==> src/rtl/pfq_pkg.sv <==
package pfq_pkg;

    typedef enum logic {
        CAUSE_ILLEGAL = 1'b0,
        CAUSE_WATCH   = 1'b1
    } trap_cause_e;

    localparam int FCN_W = 5;
    localparam int ASI_W = 8;

    // function codes reserved for an illegal-instruction trap
    function automatic logic fcn_illegal(input logic [FCN_W-1:0] f);
        return (f >= 5'd5) && (f <= 5'd15);
    endfunction

    // function codes that are real prefetch operations
    function automatic logic fcn_real(input logic [FCN_W-1:0] f);
        return f <= 5'd4;
    endfunction

    // internal spaces: never queued, never executed
    function automatic logic asi_blocked(input logic [ASI_W-1:0] a);
        return ((a >= 8'h40) && (a <= 8'h6F)) || (a == 8'h76) || (a == 8'h77);
    endfunction

    // spaces for which an alternate-space prefetch is honoured
    function automatic logic asi_allowed(input logic [ASI_W-1:0] a);
        return (a == 8'h04) || (a == 8'h0C) || (a == 8'h10) || (a == 8'h11) ||
               (a == 8'h18) || (a == 8'h19) ||
               ((a >= 8'h80) && (a <= 8'h83)) ||
               ((a >= 8'h88) && (a <= 8'h8B));
    endfunction

endpackage

==> src/rtl/pfq_issue_screen.sv <==
module pfq_issue_screen
    import pfq_pkg::*;
(
    input  logic [FCN_W-1:0] fcn,
    input  logic             alt,
    input  logic [ASI_W-1:0] asi,
    input  logic             wp_hit,
    output logic             trap_hit,
    output trap_cause_e      trap_why,
    output logic             push_ok
);
    always_comb begin
        trap_hit = 1'b0;
        trap_why = CAUSE_ILLEGAL;
        push_ok  = 1'b0;
        if (fcn_illegal(fcn)) begin
            trap_hit = 1'b1;
            trap_why = CAUSE_ILLEGAL;
        end else if (wp_hit) begin
            trap_hit = 1'b1;
            trap_why = CAUSE_WATCH;
        end else if (!(alt && asi_blocked(asi))) begin
            push_ok = 1'b1;
        end
    end
endmodule

==> src/rtl/pfq_fifo.sv <==
module pfq_fifo #(
    parameter int W     = 8,
    parameter int DEPTH = 4
) (
    input  logic         clk,
    input  logic         rst_n,
    input  logic         push,
    input  logic [W-1:0] wdata,
    input  logic         pop,
    output logic         full,
    output logic         empty,
    output logic [W-1:0] rdata
);
    localparam int PW = (DEPTH > 1) ? $clog2(DEPTH) : 1;
    localparam int CW = $clog2(DEPTH + 1);

    typedef struct packed {
        logic [PW-1:0] wp;
        logic [PW-1:0] rp;
        logic [CW-1:0] cnt;
    } fifo_st_t;

    fifo_st_t     st_d, st_q;
    logic [W-1:0] mem_q [DEPTH];
    logic         do_push, do_pop;

    function automatic logic [PW-1:0] bump(input logic [PW-1:0] p);
        return (p == PW'(DEPTH - 1)) ? '0 : p + 1'b1;
    endfunction

    assign full    = (st_q.cnt == CW'(DEPTH));
    assign empty   = (st_q.cnt == '0);
    assign rdata   = mem_q[st_q.rp];
    assign do_push = push && !full;
    assign do_pop  = pop && !empty;

    always_comb begin
        st_d = st_q;
        if (do_push) st_d.wp = bump(st_q.wp);
        if (do_pop)  st_d.rp = bump(st_q.rp);
        case ({do_push, do_pop})
            2'b10:   st_d.cnt = st_q.cnt + 1'b1;
            2'b01:   st_d.cnt = st_q.cnt - 1'b1;
            default: st_d.cnt = st_q.cnt;
        endcase
    end

    always_ff @(posedge clk) begin
        if (!rst_n) st_q <= '0;
        else        st_q <= st_d;
    end

    always_ff @(posedge clk) begin
        if (do_push) mem_q[st_q.wp] <= wdata;
    end
endmodule

==> src/rtl/pfq_head_screen.sv <==
module pfq_head_screen
    import pfq_pkg::*;
(
    input  logic             fcn_hi,
    input  logic             alt,
    input  logic [ASI_W-1:0] asi,
    input  logic             xl_miss,
    input  logic             xl_en,
    input  logic             xl_nocache,
    output logic             discard
);
    logic xlate_bad, space_bad;

    always_comb begin
        xlate_bad = xl_miss || !xl_en || xl_nocache;
        space_bad = alt && !asi_allowed(asi);
        discard   = fcn_hi || xlate_bad || space_bad;
    end
endmodule

==> src/rtl/pfq_top.sv <==
module pfq_top
    import pfq_pkg::*;
#(
    parameter int ADDR_W    = 40,
    parameter int DEPTH     = 4,
    parameter int LINE_BITS = 5
) (
    input  logic              clk,
    input  logic              rst_n,
    input  logic              iss_valid,
    output logic              iss_ready,
    input  logic [4:0]        iss_fcn,
    input  logic [ADDR_W-1:0] iss_addr,
    input  logic              iss_alt,
    input  logic [7:0]        iss_asi,
    input  logic              iss_wp_hit,
    input  logic              xl_miss,
    input  logic              xl_en,
    input  logic              xl_nocache,
    output logic              trap_valid,
    output logic              trap_cause,
    output logic              req_valid,
    input  logic              req_ready,
    output logic [2:0]        req_fcn,
    output logic [ADDR_W-1:0] req_addr
);
    localparam int ENT_W = FCN_W + ADDR_W + 1 + ASI_W;

    typedef struct packed {
        logic              trap_v;
        logic              trap_c;
        logic              req_v;
        logic [2:0]        req_fcn;
        logic [ADDR_W-1:0] req_addr;
    } top_st_t;

    top_st_t st_d, st_q;

    logic              trap_hit, push_ok, iss_fire;
    trap_cause_e       trap_why;
    logic              q_full, q_empty, q_push, q_pop;
    logic [ENT_W-1:0]  q_wdata, q_rdata;
    logic [FCN_W-1:0]  hd_fcn;
    logic [ADDR_W-1:0] hd_addr;
    logic              hd_alt, hd_discard, hd_load;
    logic [ASI_W-1:0]  hd_asi;

    pfq_issue_screen u_iss (
        .fcn      (iss_fcn),
        .alt      (iss_alt),
        .asi      (iss_asi),
        .wp_hit   (iss_wp_hit),
        .trap_hit (trap_hit),
        .trap_why (trap_why),
        .push_ok  (push_ok)
    );

    assign iss_ready = !q_full;
    assign iss_fire  = iss_valid && iss_ready;
    assign q_push    = iss_fire && push_ok;
    assign q_wdata   = {iss_fcn, iss_addr, iss_alt, iss_asi};

    pfq_fifo #(.W(ENT_W), .DEPTH(DEPTH)) u_fifo (
        .clk   (clk),
        .rst_n (rst_n),
        .push  (q_push),
        .wdata (q_wdata),
        .pop   (q_pop),
        .full  (q_full),
        .empty (q_empty),
        .rdata (q_rdata)
    );

    assign {hd_fcn, hd_addr, hd_alt, hd_asi} = q_rdata;

    pfq_head_screen u_head (
        .fcn_hi     (!fcn_real(hd_fcn)),
        .alt        (hd_alt),
        .asi        (hd_asi),
        .xl_miss    (xl_miss),
        .xl_en      (xl_en),
        .xl_nocache (xl_nocache),
        .discard    (hd_discard)
    );

    assign hd_load = !q_empty && !hd_discard && (!st_q.req_v || req_ready);
    assign q_pop   = !q_empty && (hd_discard || hd_load);

    always_comb begin
        st_d        = st_q;
        st_d.trap_v = iss_fire && trap_hit;
        st_d.trap_c = trap_why;
        if (st_q.req_v && req_ready) st_d.req_v = 1'b0;
        if (hd_load) begin
            st_d.req_v    = 1'b1;
            st_d.req_fcn  = hd_fcn[2:0];
            st_d.req_addr = {hd_addr[ADDR_W-1:LINE_BITS], {LINE_BITS{1'b0}}};
        end
    end

    always_ff @(posedge clk) begin
        if (!rst_n) st_q <= '0;
        else        st_q <= st_d;
    end

    assign trap_valid = st_q.trap_v;
    assign trap_cause = st_q.trap_c;
    assign req_valid  = st_q.req_v;
    assign req_fcn    = st_q.req_fcn;
    assign req_addr   = st_q.req_addr;
endmodule

==> config.mk <==
export PLATFORM = sky130hd
export DESIGN_NAME = pfq_top
export DESIGN_NICKNAME = d
export VERILOG_FILES = /design/src/rtl/pfq_pkg.sv /design/src/rtl/pfq_issue_screen.sv /design/src/rtl/pfq_fifo.sv /design/src/rtl/pfq_head_screen.sv /design/src/rtl/pfq_top.sv
export SDC_FILE = /design/constraint.sdc
export NUM_CORES = 1
export LEC_CHECK = 0
export BUFFER_PORTS_ARGS = -buffer_cell sky130_fd_sc_hd__buf_2
export CAP_MARGIN = 20
export CORE_AREA = 8 8 144 146
export CTS_CLUSTER_SIZE = 40
export DETAILED_ROUTE_END_ITERATION = 12
export DIE_AREA = 0 0 152 154
export HOLD_SLACK_MARGIN = 0.02
export PLACE_DENSITY = 0.79
export SYNTH_ARGS = -nofsm -noshare
export SYNTH_HDL_FRONTEND = slang
export SYNTH_SLANG_ARGS = --single-unit
==> constraint.sdc <==
create_clock -name clk -period 3.9 [get_ports clk]
set_clock_uncertainty 0.2 [all_clocks]
set_input_delay 0.78 -clock clk [delete_from_list [all_inputs] [get_ports clk]]
set_output_delay 0.78 -clock clk [all_outputs]
set_load 0.02 [all_outputs]
==> impl_metrics.json <==
{
  "die_w_um": 152,
  "dp_hpwl_um": 12300,
  "yosysSeqAreaShare": 0.733,
  "timing.slew.headroom": 0.285,
  "synth_cell_types": 37,
  "synth_edf_count": 192,
  "grt_max_degree": 46,
  "cp.required_ns": 4.13,
  "synthArstFlopShare": 0,
  "cts_setup_buffers": 0,
  "rsz0062_at_grt": "false",
  "p_clk_frac": 0.361,
  "p_sw_frac": 0.257,
  "final_cell_count_no_fill": 876,
  "grt-ovfl-total": 0,
  "cp-end-kind": "register",
  "ir_worst_vdd_mv": 0.392,
  "port_buffers": 98,
  "drtIter0Drc": 330,
  "p_total_mw": 6.54,
  "startpoint_type": "register",
  "synth_area_leaders": "edfxtp_1, mux4_2, dfxtp_1",
  "worst_pin_slew_ns": 1.07,
  "setup_viol": 0,
  "fmax_mhz": 282,
  "dpl.cell_count": 832,
  "antenna_found_initial": 2,
  "yosys_warnings": 0,
  "ys.flop_type": "edfxtp_1",
  "syn_inst": 525,
  "num_rows": 50,
  "diodes": 0,
  "fin_crit_sh": 0.909,
  "route.antenna.remaining_nets": 0,
  "hp-class": "reg2reg",
  "drv_cap": 0,
  "tns_ns": 0,
  "cts_buffers": 24,
  "root_buffer": "clkbuf_16",
  "grt_pass1_wl_um": 31500,
  "synthesis.area_sq_um": 9230,
  "status": "complete, no violations",
  "io_pins": 109,
  "chipHeight_um": 154,
  "cts_buffer_depth": 3,
  "share_comb_of_total_power": 0.189,
  "wl_per_cell_um": 23.0,
  "crit_type": "reg2reg",
  "cts.clk_slew.worst_paths_ns": 0.06,
  "die_area_sq_um": 23400,
  "grt_usage": 0.170,
  "synth_top_area_share": 0.625,
  "maxSlewViolCount": 0,
  "viasPerCell": 6.04,
  "synth_area_leader_cell": "edfxtp_1",
  "min_period_ns": 3.55,
  "syn_area_per_cell_sq_um": 17.6,
  "hold_viol_final": 0,
  "place_congestion": 0.767,
  "htree_levels": 1,
  "routed_wl_um": 20200,
  "cts_resized": 0,
  "ys_seq_elements": 242,
  "clkLatencyLatePin_ns": 0.50,
  "worstHoldStart": "req_addr[5]$_SDFFE_PN0P_",
  "power.density_nw_per_um2": 604,
  "drt-pass1-iter-count": 4,
  "placed_cell_area_sq_um": 10000,
  "p_int_mw": 4.86,
  "initial_core_util": 0.500,
  "synthToLayoutAreaGrowth_pct": 17.3,
  "p_seq_frac": 0.451,
  "first_global_vias": 5531,
  "drc_errors": 0,
  "nets": 693,
  "stdcell_area_sq_um": 10800,
  "clkSinkCount": 242,
  "cp.arrival_ns": 3.77,
  "vias": 5289,
  "switchingPower_mw": 1.68,
  "tritoncts": "done",
  "crit_fanout": 40,
  "leakage_nw": 3.63,
  "core_area_sq_um": 18500,
  "cts.hold.buffers_added": 0,
  "drive_gt1_frac": 0.321
}
[final cells by class]
| class | count | area (sq um) |
|---|---|---|
| flip-flops and latches | 242 | 6770 |
| inverters | 8 | 30.0 |
| clock buffers | 36 | 707 |
| fillers | 1334 | 7630 |
| clock inverters | 8 | 116 |
| repair buffers | 113 | 666 |
| well taps | 234 | 293 |
| multi-input cells | 235 | 2240 |
[cells in the mapped netlist (3+ instances only)]
cell / n
a21oi_1: 43
or3_1: 3
buf_2: 11
o31ai_1: 38
ha_1: 6
clkbuf_1: 22
nand4_1: 40
inv_1: 7
mux2i_1: 4
and2_1: 4
edfxtp_1: 192
dfxtp_1: 50
nor2_1: 18
buf_4: 7
buf_6: 4
mux4_2: 45
nand2_1: 6
[worst paths after layout]
kind,endpoint,slack (ns),depth (start not counted)
worst min-delay path,req_addr[5]$_SDFFE_PN0P_,0.26,2
worst max register to register,u_fifo.st_q[2]$_SDFFE_PN0P_,0.35,12
worst min register to register,req_addr[5]$_SDFFE_PN0P_,0.26,2
worst max-delay path,u_fifo.st_q[2]$_SDFFE_PN0P_,0.35,12
[cell usage in the layout (no fill, tap or decap), types with 3 or more instances in the layout]
master,synthesis,layout
edfxtp_1,192,192
buf_2,11,98
dfxtp_1,50,48
mux4_2,45,45
a21oi_1,43,43
nand4_1,40,40
o31ai_1,38,38
clkbuf_16,0,25
nor2_1,18,17
buf_4,7,10
inv_1,7,7
clkbuf_1,22,7
nand2_1,6,6
ha_1,6,6
conb_1,1,5
buf_12,0,5
and2_2,0,4
mux2i_1,4,4
clkbuf_8,0,4
or3_1,3,3
bufinv_16,0,3
[registers in the layout, indices dropped and copies added (netlist names), named ones only]
| signal | flops |
|---|---|
| u_fifo.mem_q | 192 |
| req_addr | 35 |
| u_fifo.st_q | 7 |
| req_fcn | 3 |
| req_valid | 1 |
| trap_cause | 1 |
| trap_valid | 1 |
[metal layers]
| metal | up-vias | wire, um | GRT usage |
|---|---|---|---|
| li1 | 2326 | - | - |
| met1 | 2691 | 8010 | 0.213 |
| met2 | 228 | 10100 | 0.296 |
| met3 | 40 | 1580 | 0.0378 |
| met4 | 4 | 393 | 0.0419 |
| met5 | - | 26 | 0 |
[power by group through the flow]
stage               sequential [mW]  combinational [mW]  clock, mW
finish                         2.95                1.23       2.36
CTS                            2.95                1.25       2.40
floorplan                      2.97               0.977          0
detailed placement             3.00                1.24          0
global placement               2.99                1.20          0
global route                   2.96                1.34       2.49
[cells by family after synthesis]
family / Yosys count / synth area share
buffers and inverters: 52 / 0.0288
muxes: 49 / 0.114
adders and majority gates: 7 / 0.0103
xor gates and xnor gates: 2 / 0.00190
DFF: 242 / 0.733
AOI/OAI and AO/OA: 90 / 0.0617
other: 1 / 0.000406
and+or+nand+nor: 82 / 0.0492
[worst max-delay path: stages (launching register included)]
cell,delay [ns]
dfxtp_4,0.44
buf_12,0.34
mux4_2,0.55
nor2b_1,0.14
o32a_1,0.39
o21ai_4,0.17
a21oi_1,0.14
ha_1,0.26
inv_1,0.08
fa_1,0.18
xor2_1,0.08
or3_1,0.31
a21oi_1,0.16
[stage by stage]
step | hold slack [ns] | utilization | setup slack [ns]
after floorplan | 0.254 | - | 0.575
after global placement | 0.253 | 0.542 | 0.406
after detailed placement | 0.257 | 0.542 | 0.347
after CTS | 0.265 | 0.586 | 0.327
after global routing | 0.276 | 0.586 | 0.132
final | 0.263 | 0.586 | 0.354
(Power assumes the default switching activity.)
